## config.mk

```make
export PLATFORM = sky130hd
export DESIGN_NAME = cart_bank_latch
export DESIGN_NICKNAME = d
export VERILOG_FILES = /design/src/rtl/cart_latch_pkg.sv /design/src/rtl/cart_bus_sync.sv /design/src/rtl/cart_sel_edge.sv /design/src/rtl/cart_bank_reg.sv /design/src/rtl/cart_bank_latch.sv
export SDC_FILE = /design/constraint.sdc
export NUM_CORES = 1
export LEC_CHECK = 0
export BUFFER_PORTS_ARGS = -buffer_cell sky130_fd_sc_hd__buf_2
export CAP_MARGIN = 20
export CORE_MARGIN = 2
export CORE_UTILIZATION = 55
export CTS_BUF_LIST = sky130_fd_sc_hd__clkbuf_4 sky130_fd_sc_hd__clkbuf_8 sky130_fd_sc_hd__clkbuf_16
export DETAILED_ROUTE_END_ITERATION = 7
export PLACE_DENSITY = 0.82
export SETUP_SLACK_MARGIN = 0.2
export SYNTH_ARGS = -nofsm -noshare
export SYNTH_HDL_FRONTEND = slang
export SYNTH_HIERARCHICAL = 1
export SYNTH_SLANG_ARGS = --single-unit
```

## constraint.sdc

```tcl
create_clock -name clk -period 3.42 [get_ports clk]
set_clock_uncertainty 0.2 [all_clocks]
set_input_delay 0.513 -clock clk [delete_from_list [all_inputs] [get_ports clk]]
set_output_delay 0.513 -clock clk [all_outputs]
set_load 0.01 [all_outputs]
```

## src/rtl/cart_latch_pkg.sv

```systemverilog
package cart_latch_pkg;

    localparam int BUS_DATA_W = 8;

    // One snapshot of the CPU-side pins.
    typedef struct packed {
        logic                  m2;
        logic                  a15;
        logic                  rw;
        logic [BUS_DATA_W-1:0] data;
    } bus_sample_t;

    // Value held from the most recent sample taken while the select was low.
    typedef struct packed {
        logic                  rw;
        logic [BUS_DATA_W-1:0] data;
    } capture_t;

    // Bus state during reset and idle: M2 low, lower half, reading.
    localparam bus_sample_t BUS_IDLE = '{m2: 1'b0, a15: 1'b0, rw: 1'b1, data: '0};
    localparam capture_t    CAP_IDLE = '{rw: 1'b1, data: '0};

    // Active-low ROM select formed from the phase clock and the top address bit.
    function automatic logic rom_select_n(input bus_sample_t s);
        return !(s.m2 && s.a15);
    endfunction

endpackage

```

## src/rtl/cart_bus_sync.sv

```systemverilog
module cart_bus_sync
    import cart_latch_pkg::*;
#(
    parameter int STAGES = 2
) (
    input  logic        clk,
    input  logic        rst,
    input  bus_sample_t raw_i,
    output bus_sample_t sync_o
);

    bus_sample_t stage_q [STAGES];

    generate
        for (genvar g = 0; g < STAGES; g++) begin : g_stage
            if (g == 0) begin : g_first
                always_ff @(posedge clk) begin
                    if (rst) stage_q[g] <= BUS_IDLE;
                    else     stage_q[g] <= raw_i;
                end
            end else begin : g_next
                always_ff @(posedge clk) begin
                    if (rst) stage_q[g] <= BUS_IDLE;
                    else     stage_q[g] <= stage_q[g-1];
                end
            end
        end
    endgenerate

    assign sync_o = stage_q[STAGES-1];

endmodule

```

## src/rtl/cart_sel_edge.sv

```systemverilog
module cart_sel_edge
    import cart_latch_pkg::*;
(
    input  logic                  clk,
    input  logic                  rst,
    input  bus_sample_t           bus_i,
    output logic                  sel_n_o,
    output logic                  load_o,
    output logic [BUS_DATA_W-1:0] load_data_o
);

    logic     sel_n;
    logic     sel_n_q;
    logic     sel_rise;
    capture_t hold_q;

    always_comb begin
        sel_n    = rom_select_n(bus_i);
        sel_rise = sel_n && !sel_n_q;
    end

    always_ff @(posedge clk) begin
        if (rst) begin
            sel_n_q <= 1'b1;
            hold_q  <= CAP_IDLE;
        end else begin
            sel_n_q <= sel_n;
            if (!sel_n) begin
                hold_q.rw   <= bus_i.rw;
                hold_q.data <= bus_i.data;
            end
        end
    end

    assign sel_n_o     = sel_n;
    assign load_o      = sel_rise && !hold_q.rw;
    assign load_data_o = hold_q.data;

    // the held sample is frozen once the select is high
    a_r7_hold_frozen: assert property (@(posedge clk) disable iff (rst)
        sel_n |=> $stable(hold_q));

    // a load is a single-cycle pulse per select edge
    a_r3_single_pulse: assert property (@(posedge clk) disable iff (rst)
        load_o |=> !load_o);

endmodule

```

## src/rtl/cart_bank_reg.sv

```systemverilog
module cart_bank_reg
    import cart_latch_pkg::*;
(
    input  logic                  clk,
    input  logic                  rst,
    input  logic                  load_i,
    input  logic [BUS_DATA_W-1:0] data_i,
    output logic [BUS_DATA_W-1:0] bank_o
);

    logic [BUS_DATA_W-1:0] bank_q;

    always_ff @(posedge clk) begin
        if (rst)         bank_q <= '0;
        else if (load_i) bank_q <= data_i;
    end

    assign bank_o = bank_q;

    // reset clears the register
    a_r1_reset_clear: assert property (@(posedge clk)
        rst |=> (bank_q == '0));

    // without a load the register holds its value
    a_r5_hold_without_load: assert property (@(posedge clk) disable iff (rst)
        !load_i |=> $stable(bank_q));

endmodule

```

## src/rtl/cart_bank_latch.sv

```systemverilog
module cart_bank_latch
    import cart_latch_pkg::*;
#(
    parameter int BANK_BITS   = 4,
    parameter int SYNC_STAGES = 2
) (
    input  logic                 clk,
    input  logic                 rst,
    input  logic                 m2_i,
    input  logic                 a15_i,
    input  logic                 rw_i,
    input  logic [7:0]           data_i,
    output logic                 rom_sel_n_o,
    output logic [BANK_BITS-1:0] bank_o
);

    localparam int OUT_BITS = (BANK_BITS < BUS_DATA_W) ? BANK_BITS : BUS_DATA_W;

    bus_sample_t           raw_bus;
    bus_sample_t           sync_bus;
    logic                  load;
    logic [BUS_DATA_W-1:0] load_data;
    logic [BUS_DATA_W-1:0] bank_full;

    assign raw_bus = '{m2: m2_i, a15: a15_i, rw: rw_i, data: data_i};

    cart_bus_sync #(.STAGES(SYNC_STAGES)) u_sync (
        .clk    (clk),
        .rst    (rst),
        .raw_i  (raw_bus),
        .sync_o (sync_bus)
    );

    cart_sel_edge u_edge (
        .clk         (clk),
        .rst         (rst),
        .bus_i       (sync_bus),
        .sel_n_o     (rom_sel_n_o),
        .load_o      (load),
        .load_data_o (load_data)
    );

    cart_bank_reg u_bank (
        .clk    (clk),
        .rst    (rst),
        .load_i (load),
        .data_i (load_data),
        .bank_o (bank_full)
    );

    generate
        if (BANK_BITS > OUT_BITS) begin : g_pad
            assign bank_o = {{(BANK_BITS-OUT_BITS){1'b0}}, bank_full[OUT_BITS-1:0]};
        end else begin : g_slice
            assign bank_o = bank_full[OUT_BITS-1:0];
        end
    endgenerate

    // select low only while synchronised M2 and A15 are both high
    a_r2_select_needs_both: assert property (@(posedge clk) disable iff (rst)
        !rom_sel_n_o |-> (sync_bus.m2 && sync_bus.a15));

    // with A15 low in the synchronised bus, no load can be issued
    a_r6_lower_half_no_load: assert property (@(posedge clk) disable iff (rst)
        !sync_bus.a15 && $past(!sync_bus.a15) |-> !load);

endmodule

```

==> flow_metrics.tcl <==
set metrics [dict create \
    outcome "finished clean" \
    worstSkewPairLatency_ns 0.29 \
    fmax_ghz 0.526 \
    final_common_cell "dfxtp_1" \
    overflow 0 \
    gp_congestion 0.613 \
    arrival_ns 1.19 \
    dp_hpwl_um 674 \
    syn_area_um2 853 \
    fin_crit_sh 0.556 \
    final_cell_mix "dfxtp_1, buf_2, nor2b_1" \
    p_per_area_nw_per_um2 490 \
    cts_setup_buffers 0 \
    vias 464 \
    p_int_mw 0.336 \
    grt_max_degree 25 \
    fin_crit_ns 1.90 \
    worstPathRequired_ns 2.71 \
    ys_warn_count 6 \
    cts.hold.buffers_added 0 \
    p_sw_mw 0.0810 \
    synth_nets 90 \
    placementRows 14 \
    clock-root-buffer "clkbuf_4" \
    cp_max_fo 10 \
    p_leak_nw 0.342 \
    drc_errors 0 \
    wl_per_cell_um 10.3 \
    cts_buffer_depth 2 \
    htreeDepth 1 \
    hold_path.class "in -> reg" \
    peakVddDrop_v 0.000307 \
    core_um2 1470 \
    end_kind "output pin" \
    setup_viol 0 \
    power_frac_comb 0.033 \
    ctsResizeCount 0 \
    cts_tree "built" \
    io_buffers 13 \
    via_per_inst 4.83 \
    grtUsageTotal 0.121 \
    antenna_found_initial 0 \
    clockPowerShare 0.269 \
    max_cap_viol_count 0 \
    grt_pass1_wl_mm 1.62 \
    critical_path_class "reg -> out" \
    start_util 0.580 \
    syn_inst 77 \
    nNetsFinal 95 \
    slew_headroom 0.548 \
    power_mw 0.417 \
    ioPinCount 18 \
    die_w_um 43.4 \
    die_area_um2 1880 \
    totalNegativeSetupSlack_ns 0 \
    avgSynthCellArea_um2 11.1 \
    rsz0062_at_grt "no" \
    wl_um 984 \
    drt_iter0_drc 5 \
    n_fill_cell 141 \
    cts.sinks 24 \
    area.growth.synth_to_final_pct -0.293 \
    ant_nets 0 \
    clk_pin_slew_ns 0.11 \
    p_seq_frac 0.698 \
    tightest_slew_ns 0.672 \
    drv_slew 0 \
    final-hold-violation-count 0 \
    numCtsBuffers 3 \
    crit_path_start_kind "register" \
    dr.pass1.iters 4 \
    die_h_um 43.4 \
    swShare 0.194 \
    drive_above_1_share 0.275 \
    antennaDiodeCount 0 \
    grt_pass1_vias 429 \
]
[power groups by stage]
stage               Sequential [mW]  Combinational (mW)  Clock, mW
global route                  0.292              0.0160      0.130
finish                        0.291              0.0140      0.112
detailed placement            0.297              0.0142          0
CTS                           0.291              0.0142      0.118
floorplan                     0.295              0.0160          0
global placement              0.297              0.0135          0
[layer usage]
| layer | global-route usage | share of wire | vias up |
|---|---|---|---|
| met5 | 0 | 0 | - |
| met4 | 0.0909 | 0 | 0 |
| met3 | 0.0375 | 0.042 | 0 |
| met2 | 0.206 | 0.52 | 11 |
| met1 | 0.123 | 0.43 | 210 |
| li1 | - | - | 243 |
[metrics by stage]
step / cell area [um2] / setup slack (ns) / utilization / std cells / hold WS, ns
after detailed placement: 828 / 1.64 / 0.563 / 93 / 0.195
after floorplan: 853 / 2.03 / - / 77 / 0.183
final: 851 / 1.52 / 0.578 / 96 / 0.184
after global placement: 828 / 1.68 / 0.563 / 93 / 0.186
after CTS: 851 / 1.51 / 0.578 / 96 / 0.170
after global routing: 851 / 1.44 / 0.578 / 96 / 0.173
[cell type report]
class                   instances  area [um2]  share of cell area
clock buffers                   3        22.5              0.0265
inverters                       1        3.75             0.00441
multi-input cells              39         259               0.304
flip-flops and latches         24         480               0.565
well taps                      16        20.0              0.0235
repair buffers                 13        65.1              0.0765
[final timing paths]
check                                           start              endpoint  slack, ns  depth (start not counted)
worst max register to register  u_sync/stage_q[1][10]      u_bank/bank_o[3]       1.65                          4
worst min register to register   u_sync/stage_q[0][8]  u_sync/stage_q[1][8]       0.22                          1
worst min-delay path                             rw_i  u_sync/stage_q[0][8]       0.18                          2
worst max-delay path             u_sync/stage_q[1][9]           rom_sel_n_o       1.52                          3
[registers in the layout (all words and copies together) (netlist names)]
| signal | count |
|---|---|
| u_sync/stage_q | 14 |
| u_bank/bank_o | 4 |
| u_edge/load_data_o | 4 |
| u_edge/hold_q | 1 |
| u_edge/sel_n_q | 1 |
[worst max-delay path: stages, from the launching register on]
cell and delay, ns:
dfxtp_1 0.52, and2_4 0.22, inv_2 0.03, buf_2 0.12
(Power assumes the default switching activity.)
